### src/rtl/lcd_bp_pkg.sv
package lcd_bp_pkg;
  localparam int NUM_BP = 4;
  localparam int ROW_W  = $clog2(NUM_BP);

  typedef enum logic [1:0] {
    MUX_STATIC = 2'b00,
    MUX_2      = 2'b01,
    MUX_3      = 2'b10,
    MUX_4      = 2'b11
  } mux_mode_e;

  // index of the last active row in a mode
  function automatic logic [ROW_W-1:0] last_row(input mux_mode_e m);
    return ROW_W'(m);
  endfunction

  // row that a given backplane follows in a mode
  function automatic logic [ROW_W-1:0] bp_row(input mux_mode_e m, input int k);
    logic [ROW_W-1:0] r;
    case (m)
      MUX_STATIC: r = '0;
      MUX_2:      r = ROW_W'(k % 2);
      MUX_3:      r = (k == 3) ? ROW_W'(1) : ROW_W'(k);
      default:    r = ROW_W'(k);
    endcase
    return r;
  endfunction
endpackage

### src/rtl/lcd_rst_sync.sv
module lcd_rst_sync #(
  parameter int STAGES = 2
) (
  input  logic clk,
  input  logic rst_n,
  output logic rst_sync_n
);
  logic [STAGES-1:0] sync_q;

  always_ff @(posedge clk or negedge rst_n) begin
    if (!rst_n) sync_q <= '0;
    else        sync_q <= {sync_q[STAGES-2:0], 1'b1};
  end

  assign rst_sync_n = sync_q[STAGES-1];
endmodule

### src/rtl/lcd_frame_ctrl.sv
module lcd_frame_ctrl
  import lcd_bp_pkg::*;
(
  input  logic             clk,
  input  logic             rst_n,
  input  logic             tick_i,
  input  mux_mode_e        mode_req_i,
  output mux_mode_e        mode_q_o,
  output logic [ROW_W-1:0] row_q_o,
  output logic             pol_q_o,
  output logic             run_q_o
);
  mux_mode_e        mode_q, mode_d;
  logic [ROW_W-1:0] row_q, row_d;
  logic             pol_q, pol_d;
  logic             run_q, run_d;
  logic             frame_end;
  logic             en;

  assign frame_end = (row_q == last_row(mode_q));
  assign en        = tick_i | ~run_q;

  always_comb begin
    mode_d = mode_q;
    row_d  = row_q;
    pol_d  = pol_q;
    run_d  = 1'b1;
    if (!run_q) begin
      mode_d = mode_req_i;
      row_d  = '0;
    end else if (frame_end) begin
      mode_d = mode_req_i;
      row_d  = '0;
      pol_d  = ~pol_q;
    end else begin
      row_d  = row_q + 1'b1;
    end
  end

  always_ff @(posedge clk or negedge rst_n) begin
    if (!rst_n) begin
      mode_q <= MUX_STATIC;
      row_q  <= '0;
      pol_q  <= 1'b0;
      run_q  <= 1'b0;
    end else if (en) begin
      mode_q <= mode_d;
      row_q  <= row_d;
      pol_q  <= pol_d;
      run_q  <= run_d;
    end
  end

  assign mode_q_o = mode_q;
  assign row_q_o  = row_q;
  assign pol_q_o  = pol_q;
  assign run_q_o  = run_q;
endmodule

### src/rtl/lcd_bp_map.sv
module lcd_bp_map
  import lcd_bp_pkg::*;
(
  input  mux_mode_e         mode_i,
  input  logic [ROW_W-1:0]  row_i,
  input  logic              pol_i,
  input  logic              run_i,
  output logic [NUM_BP-1:0] sel_o,
  output logic [NUM_BP-1:0] pol_o
);
  for (genvar k = 0; k < NUM_BP; k++) begin : g_bp
    logic [ROW_W-1:0] follow;
    always_comb begin
      follow   = bp_row(mode_i, k);
      sel_o[k] = run_i && (follow == row_i);
      pol_o[k] = run_i && (sel_o[k] ? pol_i : ~pol_i);
    end
  end
endmodule

### src/rtl/lcd_bp_sequencer.sv
module lcd_bp_sequencer
  import lcd_bp_pkg::*;
#(
  parameter int SYNC_STAGES = 2
) (
  input  logic                    clk,
  input  logic                    rst_n,
  input  logic                    frame_tick_i,
  input  logic [1:0]              mode_i,
  output logic [lcd_bp_pkg::NUM_BP-1:0] bp_sel_o,
  output logic [lcd_bp_pkg::NUM_BP-1:0] bp_pol_o,
  output logic [lcd_bp_pkg::ROW_W-1:0]  row_o
);
  logic             rst_sync_n;
  mux_mode_e        act_mode;
  logic [ROW_W-1:0] row_q;
  logic             pol_q;
  logic             run_q;

  lcd_rst_sync #(.STAGES(SYNC_STAGES)) u_rst (
    .clk        (clk),
    .rst_n      (rst_n),
    .rst_sync_n (rst_sync_n)
  );

  lcd_frame_ctrl u_ctrl (
    .clk        (clk),
    .rst_n      (rst_sync_n),
    .tick_i     (frame_tick_i),
    .mode_req_i (mux_mode_e'(mode_i)),
    .mode_q_o   (act_mode),
    .row_q_o    (row_q),
    .pol_q_o    (pol_q),
    .run_q_o    (run_q)
  );

  lcd_bp_map u_map (
    .mode_i (act_mode),
    .row_i  (row_q),
    .pol_i  (pol_q),
    .run_i  (run_q),
    .sel_o  (bp_sel_o),
    .pol_o  (bp_pol_o)
  );

  assign row_o = row_q;
endmodule

### config.mk
export PLATFORM = sky130hd
export DESIGN_NAME = lcd_bp_sequencer
export DESIGN_NICKNAME = d
export VERILOG_FILES = /design/src/rtl/lcd_bp_pkg.sv /design/src/rtl/lcd_rst_sync.sv /design/src/rtl/lcd_frame_ctrl.sv /design/src/rtl/lcd_bp_map.sv /design/src/rtl/lcd_bp_sequencer.sv
export SDC_FILE = /design/constraint.sdc
export NUM_CORES = 1
export LEC_CHECK = 0
export BUFFER_PORTS_ARGS = -buffer_cell sky130_fd_sc_hd__buf_2
export CORE_AREA = 2 2 39 41
export CTS_CLUSTER_DIAMETER = 100
export DETAILED_ROUTE_END_ITERATION = 10
export DIE_AREA = 0 0 41 43
export HOLD_SLACK_MARGIN = 0.08
export MAX_ROUTING_LAYER = met4
export PLACE_DENSITY = 0.77
export SYNTH_ARGS = -nofsm -noshare
export SYNTH_HDL_FRONTEND = slang
export SYNTH_HIERARCHICAL = 1
export SYNTH_SLANG_ARGS = --single-unit
### constraint.sdc
create_clock -name clk -period 1.61 [get_ports clk]
set_clock_uncertainty 0.1 [all_clocks]
set_input_delay 0.322 -clock clk [delete_from_list [all_inputs] [get_ports clk]]
set_output_delay 0.322 -clock clk [all_outputs]
set_load 0.03 [all_outputs]
After elaboration in Yosys (flattened, before gate mapping). Cells that the tools add are included.

Bits in registers: 8. Input port bits: 5. Output and inout bits: 10. Word-level logic and storage cells: 41.

Add/sub/neg operators: 1. Eq/ne operators: 7. Mux-type cells: 11. Bitwise operators: 3. Reductions and logical operators: 14.

Operators by type and width (count): $mux W2 (5); $logic_and A1 B1 Y1 (8); $eq A2 B2 Y1 (3); $mux W1 (5); $logic_not A2 Y1 (2); $pmux W2 S2 (1); $reduce_or A2 Y1 (2); $reduce_and A3 Y1 (1); $add A2 B1 Y2 const B (1); $eq A1 B2 Y1 (1); $eq A2 B1 Y1 const B (1); $eq A2 B2 Y1 const B (1); $ne A2 B2 Y1 const B (1); $not A1 Y1 (2); $reduce_and A2 Y1 (1); $or A1 B1 Y1 (1).

Logic depth before layout (Yosys ltp). Gate-level depths: netlist of run 1.

Word-level depth: 7. Mapped depth: 4. Mapped depth without buffers: 4.

By module. The synthesis of run 1 kept the hierarchy.

Modules (own cells, without submodules): lcd_frame_ctrl (times used 1, cells an instance 31, area each 300.3 um^2, seq. area each 150.1 um^2); lcd_bp_map (times used 1, cells an instance 25, area each 177.7 um^2, seq. area each 0.0 um^2); lcd_rst_sync (times used 1, cells an instance 3, area each 53.8 um^2, seq. area each 50.0 um^2).

Least setup slack after synthesis of run 1. Ideal clock, no wire load.

Path type: reg2out. Start point: register u_ctrl.row_q[1], in the netlist u_ctrl/row_q_o[1]. End point: output bp_pol_o[3] in the netlist's numbering. Data arrival time: 1.960 ns. Required time: 1.188 ns. Setup slack: -0.772 ns. Cell stages (with the launch flop): 5. Buffers on the path: 1. Cells stage by stage: dfrtp_1 -> buf_6 -> or4_1 -> o311ai_2 -> mux2i_1.

Word-level cells in the longest chain between the ends: 4.

Ends and longest elaborated chain: start, declared (line lcd_frame_ctrl.sv:14) `logic [ROW_W-1:0] row_q, row_d;`; start signal, assigned (line lcd_frame_ctrl.sv:48) `row_q <= row_d;`; $eq A2 B2 Y1 (line lcd_bp_map.sv:15) `sel_o[k] = run_i && (follow == row_i);`; $logic_and A1 B1 Y1 (line lcd_bp_map.sv:15); $mux W1 (line lcd_bp_map.sv:16) `pol_o[k] = run_i && (sel_o[k] ? pol_i : ~pol_i);`; $logic_and A1 B1 Y1 (line lcd_bp_map.sv:16); end, declared (line lcd_bp_sequencer.sv:11) `output logic [lcd_bp_pkg::NUM_BP-1:0] bp_pol_o,`.

No other way between the ends.

Final worst setup path of run 1.
Start point: register u_ctrl.mode_q[0], in the netlist u_ctrl/mode_q_o[0]. End point: output bp_pol_o[3] in the netlist's numbering.

Word-level cells in the longest chain between the ends: 7. Elaborated cells on any way between the ends: 9. Those cells by class: eq/ne: 3; mux: 2; reduce/logical: 4.

Ends and longest elaborated chain: start, declared (line lcd_frame_ctrl.sv:13) `mux_mode_e mode_q, mode_d;`; start signal, assigned (line lcd_frame_ctrl.sv:47) `mode_q <= mode_d;`; $eq A2 B1 Y1 or $eq A2 B2 Y1 (tied branches) (line lcd_bp_pkg.sv:20) `case (m)`; $reduce_or A2 Y1 (no source line); $pmux W2 S2 (*) (line lcd_bp_pkg.sv:20); $eq A2 B2 Y1 (*) (line lcd_bp_map.sv:15); $logic_and A1 B1 Y1 (*) (line lcd_bp_map.sv:15); $mux W1 (*) (line lcd_bp_map.sv:16); $logic_and A1 B1 Y1 (*) (line lcd_bp_map.sv:16).

Mark *: on every way between the ends. The rest lies on a longest branch, timed or not.

==> impl_metrics.sql, run 1 <==
INSERT INTO impl_metrics (metric_group, metric, value, unit) VALUES
('global_routing', 'grt_util_all_layers', '19.3', '%'),
('setup_path', 'critPathRequiredTime', '1.19', 'ns'),
('route', 'drt_iter0_markers', '6', ''),
('timing', 'achievable-frequency', '458', 'MHz'),
('setup_path', 'data_arrival_critical_path', '1.76', 'ns'),
('power_and_ir_drop', 'power-per-cell-area', '1070', 'mW/mm2'),
('placement', 'place.port_buffers', '14', ''),
('synthesis', 'synth.mux.area_fraction', '5.88', '%'),
('setup_path', 'critPathTopFamily', 'simple AND/OR/NAND/NOR gates', ''),
('finish', 'syn_to_final_growth', '89.6', '%'),
('flow_run', 'cap_viol_max_count', '0', ''),
('finish', 'final_cell_count_no_fill', '110', ''),
('finish', 'sequential_cell_area', '204', 'um2'),
('synthesis', 'largest_family_of_logic_cells_by_synthesized_area', 'simple AND/OR/NAND/NOR gates', ''),
('power_and_ir_drop', 'sequential_power_share', '24.8', '%'),
('synthesis', 'synthesis.instances', '59', ''),
('global_routing', 'largest_net_degree_at_the_start_of_global_routing', '15', ''),
('global_routing', 'global_route_wire_length_before_repair', '2210', 'um'),
('power_and_ir_drop', 'power.switching', '418', 'uW'),
('clock_tree', 'cts_made_buffers', '3', ''),
('outcome', 'violations', 'setup timing', ''),
('route', 'detailroute.wirelength.met2', '836', 'um'),
('finish', 'n_antenna_cell', '0', ''),
('route', 'remaining_antenna_violation_count', '0', ''),
('synthesis', 'synth_area_leader_cell', 'sky130_fd_sc_hd__dfrtp_1', ''),
('hold_path', 'holdCritPathClass', 'input port to flop', ''),
('finish', 'fill_cells', '100', ''),
('clock_tree', 'clock-sinks', '8', ''),
('route', 'route.layer.met1.wl', '523', 'um'),
('floorplanning', 'die-area', '0.00176', 'mm2'),
('synthesis', 'ys_seq_elements', '8', ''),
('route', 'routed_wirelength', '1450', 'um'),
('floorplanning', 'rows', '14', ''),
('floorplanning', 'chipHeight', '43', 'um'),
('synthesis', 'synth_top_cell_area_share', '37.6', '%'),
('finish', 'final_util', '72.9', '%'),
('clock_tree', 'cts-root-to-sink-buffers', '2', ''),
('floorplanning', 'top_level_ports', '15', ''),
('setup_path', 'crit_buf_inv', '1', ''),
('synthesis', 'synthesis_warning_total', '6', ''),
('clock_tree', 'cts_tree', 'yes', ''),
('synthesis', 'synth_xor_area_share', '8.24', '%'),
('synthesis', 'yosysSeqAreaShare', '37.6', '%'),
('power_and_ir_drop', 'p_leak', '0.000438', 'uW'),
('placement', 'finalWeightedCongestion', '0.726', ''),
('placement', 'dp_hpwl', '1000', 'um'),
('floorplanning', 'coreArea', '0.00138', 'mm2'),
('finish', 'post_route_cells_drive_above_1_share', '61.7', '%'),
('power_and_ir_drop', 'p_int', '663', 'uW'),
('clock_tree', 'cts.clk_slew.worst_paths', '0.05', 'ns'),
('route', 'routed-wl-met3', '54', 'um'),
('setup_path', 'crit_path_max_cell_delay', '0.55', 'ns'),
('global_routing', 'grt_antenna_before_repair', '0', ''),
('synthesis', 'synthesis.area', '532', 'um2'),
('power_and_ir_drop', 'comb_power_share', '61.9', '%'),
('route', 'viasPerCell', '4.97', ''),
('timing', 'drv_slew', '0', ''),
('power_and_ir_drop', 'ir_drop', '0.807', 'mV'),
('setup_path', 'crit_slowest_cell', 'sky130_fd_sc_hd__or4_4', ''),
('power_and_ir_drop', 'power.share.switching', '38.7', '%'),
('outcome', 'run_status', 'finished, violations left', ''),
('synthesis', 'synth_compound_gate_area_share', '13.9', '%'),
('timing', 'finalSetupViolations', '10', ''),
('route', 'drtPass1Iterations', '4', ''),
('finish', 'num-nets-final', '101', ''),
('route', 'via_count', '547', ''),
('clock_tree', 'clockRootBuffer', 'sky130_fd_sc_hd__clkbuf_4', ''),
('setup_path', 'setup.worst_path.class', 'flop to output port', ''),
('setup_path', 'critPathLaunchType', 'flop', ''),
('timing', 'worst_slack', '-0.576', 'ns'),
('clock_tree', 'cts_h_tree_depth', '1', '');
-- cells in the final DEF, fill, tap and decap left out, types with 3 or more instances in the layout --
master	synthesis	routed
sky130_fd_sc_hd__buf_2	1	6
sky130_fd_sc_hd__o21ai_0	6	4
sky130_fd_sc_hd__buf_4	0	15
sky130_fd_sc_hd__clkbuf_4	0	3
sky130_fd_sc_hd__dfrtp_1	8	5
sky130_fd_sc_hd__buf_6	1	9
sky130_fd_sc_hd__nand2_1	4	3
sky130_fd_sc_hd__dfrtp_2	0	3
-- final cells by class --
cell class              count  area share [%]
well taps                  16            1.99
clock buffers               3            2.23
inverters                   2           0.744
flip-flops and latches      8            20.2
repair buffers             34            29.7
multi-input cells          47            45.2
-- sequential cells by signal (all words and copies together) (netlist names) --
name and flops:
u_ctrl/run_q_o 1, u_ctrl/mode_q_o 2, u_ctrl/row_q_o 2, u_ctrl/pol_q_o 1
u_rst/sync_q 2
-- repair_timing --
item,CTS,global route
setup buffers,1,9
hold buffers,2,0
resized for setup,11,28
endpoints found under the hold margin,8,0
setup endpoints to repair,9,10
pin swaps,1,5
-- cell families (layout without fill, tap and decap cells) --
kind of cell | after synthesis | count (layout)
xor gates and xnor gates | 5 | 5
buffers and inverters | 4 | 39
other | 2 | 2
DFF | 8 | 8
muxes | 3 | 3
and+or+nand+nor | 25 | 25
AOI/OAI and AO/OA | 12 | 12
-- cell usage after synthesis (all sizes together) --
cell type,instances
nor3,1
or4,1
inv,2
buf,2
mux2,1
nand3,2
nand2b,1
conb,2
a211oi,1
xnor2,2
and2b,1
and2,2
nand2,4
and3,2
or3,3
or2b,1
o311ai,1
xor2,3
nor3b,3
mux2i,2
nand3b,1
a21oi,3
nor2,1
nand4,1
nor2b,1
o21ai,7
dfrtp,8
-- worst reg2reg max path: cells and delay by family, from the launching register on --
kind | cells | cell delay (ns)
buffers and inverters | 3 | 0.41
muxes | 1 | 0.35
AOI/OAI and AO/OA | 1 | 0.15
DFF | 1 | 0.41
xor gates and xnor gates | 1 | 0.19
-- layer usage --
metal	vias up	track usage [%]
met4	0	6.00
met2	18	32.8
li1	275	-
met1	250	21.6
met5	-	-
met3	4	3.66
-- worst paths after layout --
path	startpoint	endpoint	slack (ns)	depth (start not counted)
worst min register to register	u_rst/sync_q[0]	u_rst/sync_q[1]	0.25	0
worst max register to register	u_ctrl/row_q_o[1]	u_ctrl/mode_q_o[0]	-0.13	6
min in group asynchronous	rst_n	u_rst/sync_q[0]	0.28	2
worst min-delay path	mode_i[0]	u_ctrl/mode_q_o[0]	0.23	2
max in group asynchronous	u_rst/sync_q[1]	u_ctrl/row_q_o[1]	0.63	1
worst max-delay path	u_ctrl/mode_q_o[0]	bp_pol_o[3]	-0.58	4
-- power groups by stage --
| stage | Clock [uW] | Sequential, uW | Combinational (uW) |
|---|---|---|---|
| 6_report | 144 | 269 | 669 |
| 3_5_place_dp | 0 | 270 | 492 |
| 2_1_floorplan | 0 | 286 | 332 |
| 5_1_grt | 165 | 276 | 717 |
| 4_1_cts | 152 | 263 | 541 |
| 3_3_place_gp | 0 | 267 | 474 |
-- per-stage QoR --
stage | total power (uW) | setup WS, ns | setup TNS (ns) | hold WS, ns | area, um2
after CTS | 956 | -0.563 | -3.24 | 0.218 | 827
final | 1080 | -0.576 | -3.39 | 0.226 | 1010
after global routing | 1160 | -0.620 | -4.04 | 0.225 | 1010
after detailed placement | 762 | -0.387 | -1.70 | -0.00521 | 743
after floorplan | 618 | -0.476 | -2.01 | -0.0736 | 608
after global placement | 741 | -0.316 | -1.42 | -0.0121 | 743
Power figures use the tool's default switching activity.
==> run 2, diff against run 1 <==
--- a/config.mk
+++ b/config.mk
@@ -12,7 +12,7 @@
 export DIE_AREA = 0 0 41 43
 export HOLD_SLACK_MARGIN = 0.08
 export MAX_ROUTING_LAYER = met4
-export PLACE_DENSITY = 0.77
+export PLACE_DENSITY = 0.68
 export SYNTH_ARGS = -nofsm -noshare
 export SYNTH_HDL_FRONTEND = slang
 export SYNTH_HIERARCHICAL = 1
==> constraint.sdc (replaced) <==
create_clock -name clk -period 2.75 [get_ports clk]
set_clock_uncertainty 0.1 [all_clocks]
set_input_delay 0.55 -clock clk [delete_from_list [all_inputs] [get_ports clk]]
set_output_delay 0.55 -clock clk [all_outputs]
set_load 0.03 [all_outputs]
==> run 2 against run 1 <==
The run now ends clean. Sequential power fell by 38%. Non-clock buffer count fell by 17. Final area fell by 35%. Register-to-register slack improved by 1.2 ns. Power fell by 59%. Combinational power fell by 72%. Hold slack improved by 0.028 ns. Wire length fell by 29%. Critical path type unchanged. Largest power group unchanged.
==> impl_metrics.sql, run 2 (synthesis gave the netlist of run 1 again) <==
INSERT INTO impl_metrics (metric_group, metric, value, unit) VALUES
('outcome', 'run_status', 'finished clean', ''),
('setup_path', 'worstReg2RegStart', 'u_ctrl/row_q_o[0]', ''),
('floorplanning', 'chipHeight', '43', 'um'),
('timing', 'drv_slew', '0', ''),
('finish', 'final_util', '47.4', '%'),
('timing', 'timing.final.hold_violations', '0', ''),
('finish', 'sequential_cell_area', '200', 'um2'),
('setup_path', 'critical_path.cell_chain', 'or3_1 > a21oi_1 > mux2i_1 > buf_2', ''),
('setup_path', 'worst_setup_path_end_kind', 'output port', ''),
('placement', 'placement.cell_area', '613', 'um2'),
('clock_tree', 'cts-root-to-sink-buffers', '2', ''),
('clock_tree', 'cts_tree', 'yes', ''),
('timing', 'time_the_worst_path_needs_with_i_o_delays_and_setup', '2.49', 'ns'),
('global_routing', 'vias_in_the_first_global_route', '394', ''),
('route', 'viasPerCell', '5.30', ''),
('finish', 'num-nets-final', '84', ''),
('hold_path', 'holdCritStartpoint', 'u_rst/sync_q[0]', ''),
('setup_path', 'critPathLaunchType', 'flop', ''),
('clock_tree', 'clockRootBuffer', 'sky130_fd_sc_hd__clkbuf_4', ''),
('timing', 'finalSetupViolations', '0', ''),
('power_and_ir_drop', 'power-per-cell-area', '681', 'mW/mm2'),
('global_routing', 'grt_util_all_layers', '14.0', '%'),
('setup_path', 'r2r_setup_slack', '1.11', 'ns'),
('setup_path', 'setup.worst_path.class', 'flop to output port', ''),
('route', 'routed_wirelength', '1030', 'um'),
('floorplanning', 'start_util', '38.4', '%'),
('global_routing', 'global_route_wire_length_before_repair', '1650', 'um'),
('flow_run', 'cap_viol_max_count', '0', ''),
('global_routing', 'gr-total-overflow', '0', ''),
('setup_path', 'crit_slowest_cell', 'sky130_fd_sc_hd__dfrtp_1', ''),
('finish', 'syn_to_final_growth', '23.3', '%'),
('finish', 'post_route_cells_drive_above_1_share', '27.3', '%'),
('finish', 'layout.cells.most_common_list', '14 x sky130_fd_sc_hd__buf_2, 8 x sky130_fd_sc_hd__dfrtp_1, 6 x sky130_fd_sc_hd__o21ai_0, 4 x sky130_fd_sc_hd__nand2_1', ''),
('route', 'drt_iter0_markers', '9', ''),
('setup_path', 'data_arrival_critical_path', '1.84', 'ns'),
('finish', 'finish.instance_area', '656', 'um2'),
('clock_tree', 'cts.clk_slew.worst_paths', '0.06', 'ns'),
('clock_tree', 'ctsResizeCount', '0', ''),
('route', 'drt-wirelength-per-cell', '11.0', 'um'),
('hold_path', 'holdCritPathClass', 'flop to flop', ''),
('route', 'drtPass1Iterations', '5', ''),
('global_routing', 'grt_antenna_before_repair', '0', ''),
('timing', 'achievable-frequency', '402', 'MHz'),
('placement', 'dp_hpwl', '752', 'um'),
('finish', 'n_antenna_cell', '0', ''),
('placement', 'finalWeightedCongestion', '0.802', ''),
('hold_path', 'holdPathStages', '0', ''),
('setup_path', 'critPathRequiredTime', '2.10', 'ns'),
('power_and_ir_drop', 'ir_drop', '0.382', 'mV'),
('timing', 'setup_total_negative_slack', '0', 'ns'),
('placement', 'place.port_buffers', '14', ''),
('timing', 'finalCritPeriodShare', '90.4', '%'),
('floorplanning', 'coreArea', '0.00138', 'mm2'),
('setup_path', 'worst_r2r_endpoint', 'u_ctrl/mode_q_o[0]', ''),
('setup_path', 'ff2ff_path_depth', '4', ''),
('clock_tree', 'cts_made_buffers', '3', ''),
('floorplanning', 'fp.dieW', '41', 'um'),
('placement', 'pre_cts_ws', '0.552', 'ns'),
('finish', 'most_common_library_cell_in_the_layout_ignoring_fill_and_taps', 'sky130_fd_sc_hd__buf_2', ''),
('hold_path', 'hold-path-endpoint', 'u_rst/sync_q[1]', ''),
('timing', 'worst_slack', '0.263', 'ns'),
('power_and_ir_drop', 'p_leak', '0.000308', 'uW'),
('clock_tree', 'worst_skew_pair_later_pin_latency', '0.26', 'ns'),
('setup_path', 'critPathMaxFanout', '18', ''),
('finish', 'multi_input_area', '308', 'um2'),
('global_routing', 'largest_net_degree_at_the_start_of_global_routing', '19', ''),
('route', 'via_count', '493', ''),
('route', 'remaining_antenna_violation_count', '0', ''),
('floorplanning', 'die-area', '0.00176', 'mm2'),
('route', 'final_routed_drc_violation_total', '0', ''),
('floorplanning', 'top_level_ports', '15', ''),
('clock_tree', 'clock-sinks', '8', ''),
('timing', 'rsz0062_at_grt', 'no', ''),
('timing', 'holdWs', '0.254', 'ns'),
('floorplanning', 'rows', '14', ''),
('finish', 'fill_cells', '139', ''),
('setup_path', 'crit_path_max_cell_delay', '0.53', 'ns'),
('clock_tree', 'cts_h_tree_depth', '1', '');
## run 2: cell count changes in the layout (fill, tap and decap cells not counted), moves of 3 or more
| cell | previous run | this run |
|---|---|---|
| sky130_fd_sc_hd__buf_4 | 15 | 1 |
| sky130_fd_sc_hd__buf_6 | 9 | 0 |
| sky130_fd_sc_hd__buf_2 | 6 | 14 |
| sky130_fd_sc_hd__dfrtp_1 | 5 | 8 |
| sky130_fd_sc_hd__dfrtp_2 | 3 | 0 |
## run 2: worst max-delay path: cells and delay by family (launching register included)
family          cells  cell delay (ns)
flops               1             0.53
simple gates        1             0.37
compound gates      1             0.26
buf+inv             1             0.21
mux                 1             0.21
## run 2: metrics by stage
stage | instances | total power, uW
after global placement | 88 | 351
after CTS | 93 | 452
after global routing | 93 | 477
after detailed placement | 88 | 355
final | 93 | 447
after floorplan | 59 | 310
## run 2: power by group
part	internal, uW	switching (uW)
Sequential	134	31.6
Clock	50.0	41.3
Combinational	75.9	114
## run 2: area by class of cell
type / count / area share, %
multi-input combinational: 47 / 46.9
sequential: 8 / 30.5
timing repair buffer: 17 / 14.9
clock buffer: 3 / 3.44
tap: 16 / 3.05
inverter: 2 / 1.15
## run 2: what timing repair did
action | in CTS | in global routing
buffers inserted | 0 | 0
hold endpoints to repair | 8 | 0
hold buffers | 2 | 0
setup endpoints to repair | 0 | 0
## run 2: worst max-delay path by stage
stage | startpoint | end | slack, ns | cells past startpoint
detailed placement | u_ctrl/row_q_o[0] | bp_pol_o[1] | 0.55 | 4
finish | u_ctrl/row_q_o[0] | bp_pol_o[1] | 0.26 | 4
global placement | u_ctrl/row_q_o[0] | bp_pol_o[1] | 0.59 | 4
CTS | u_ctrl/row_q_o[0] | bp_pol_o[1] | 0.24 | 4
global route | u_ctrl/row_q_o[0] | bp_pol_o[1] | 0.13 | 4
floorplan | u_ctrl/row_q_o[1] | bp_pol_o[3] | 0.14 | 4
## run 2: per-layer routing
metal	vias up	part of all wire [%]	wire length [um]	track usage (%)
li1	242	-	-	-
met1	235	45	466	16.7
met2	16	47	486	21.9
met3	0	7.0	72	3.14
met4	0	0	0	6.00
met5	-	0	0	-
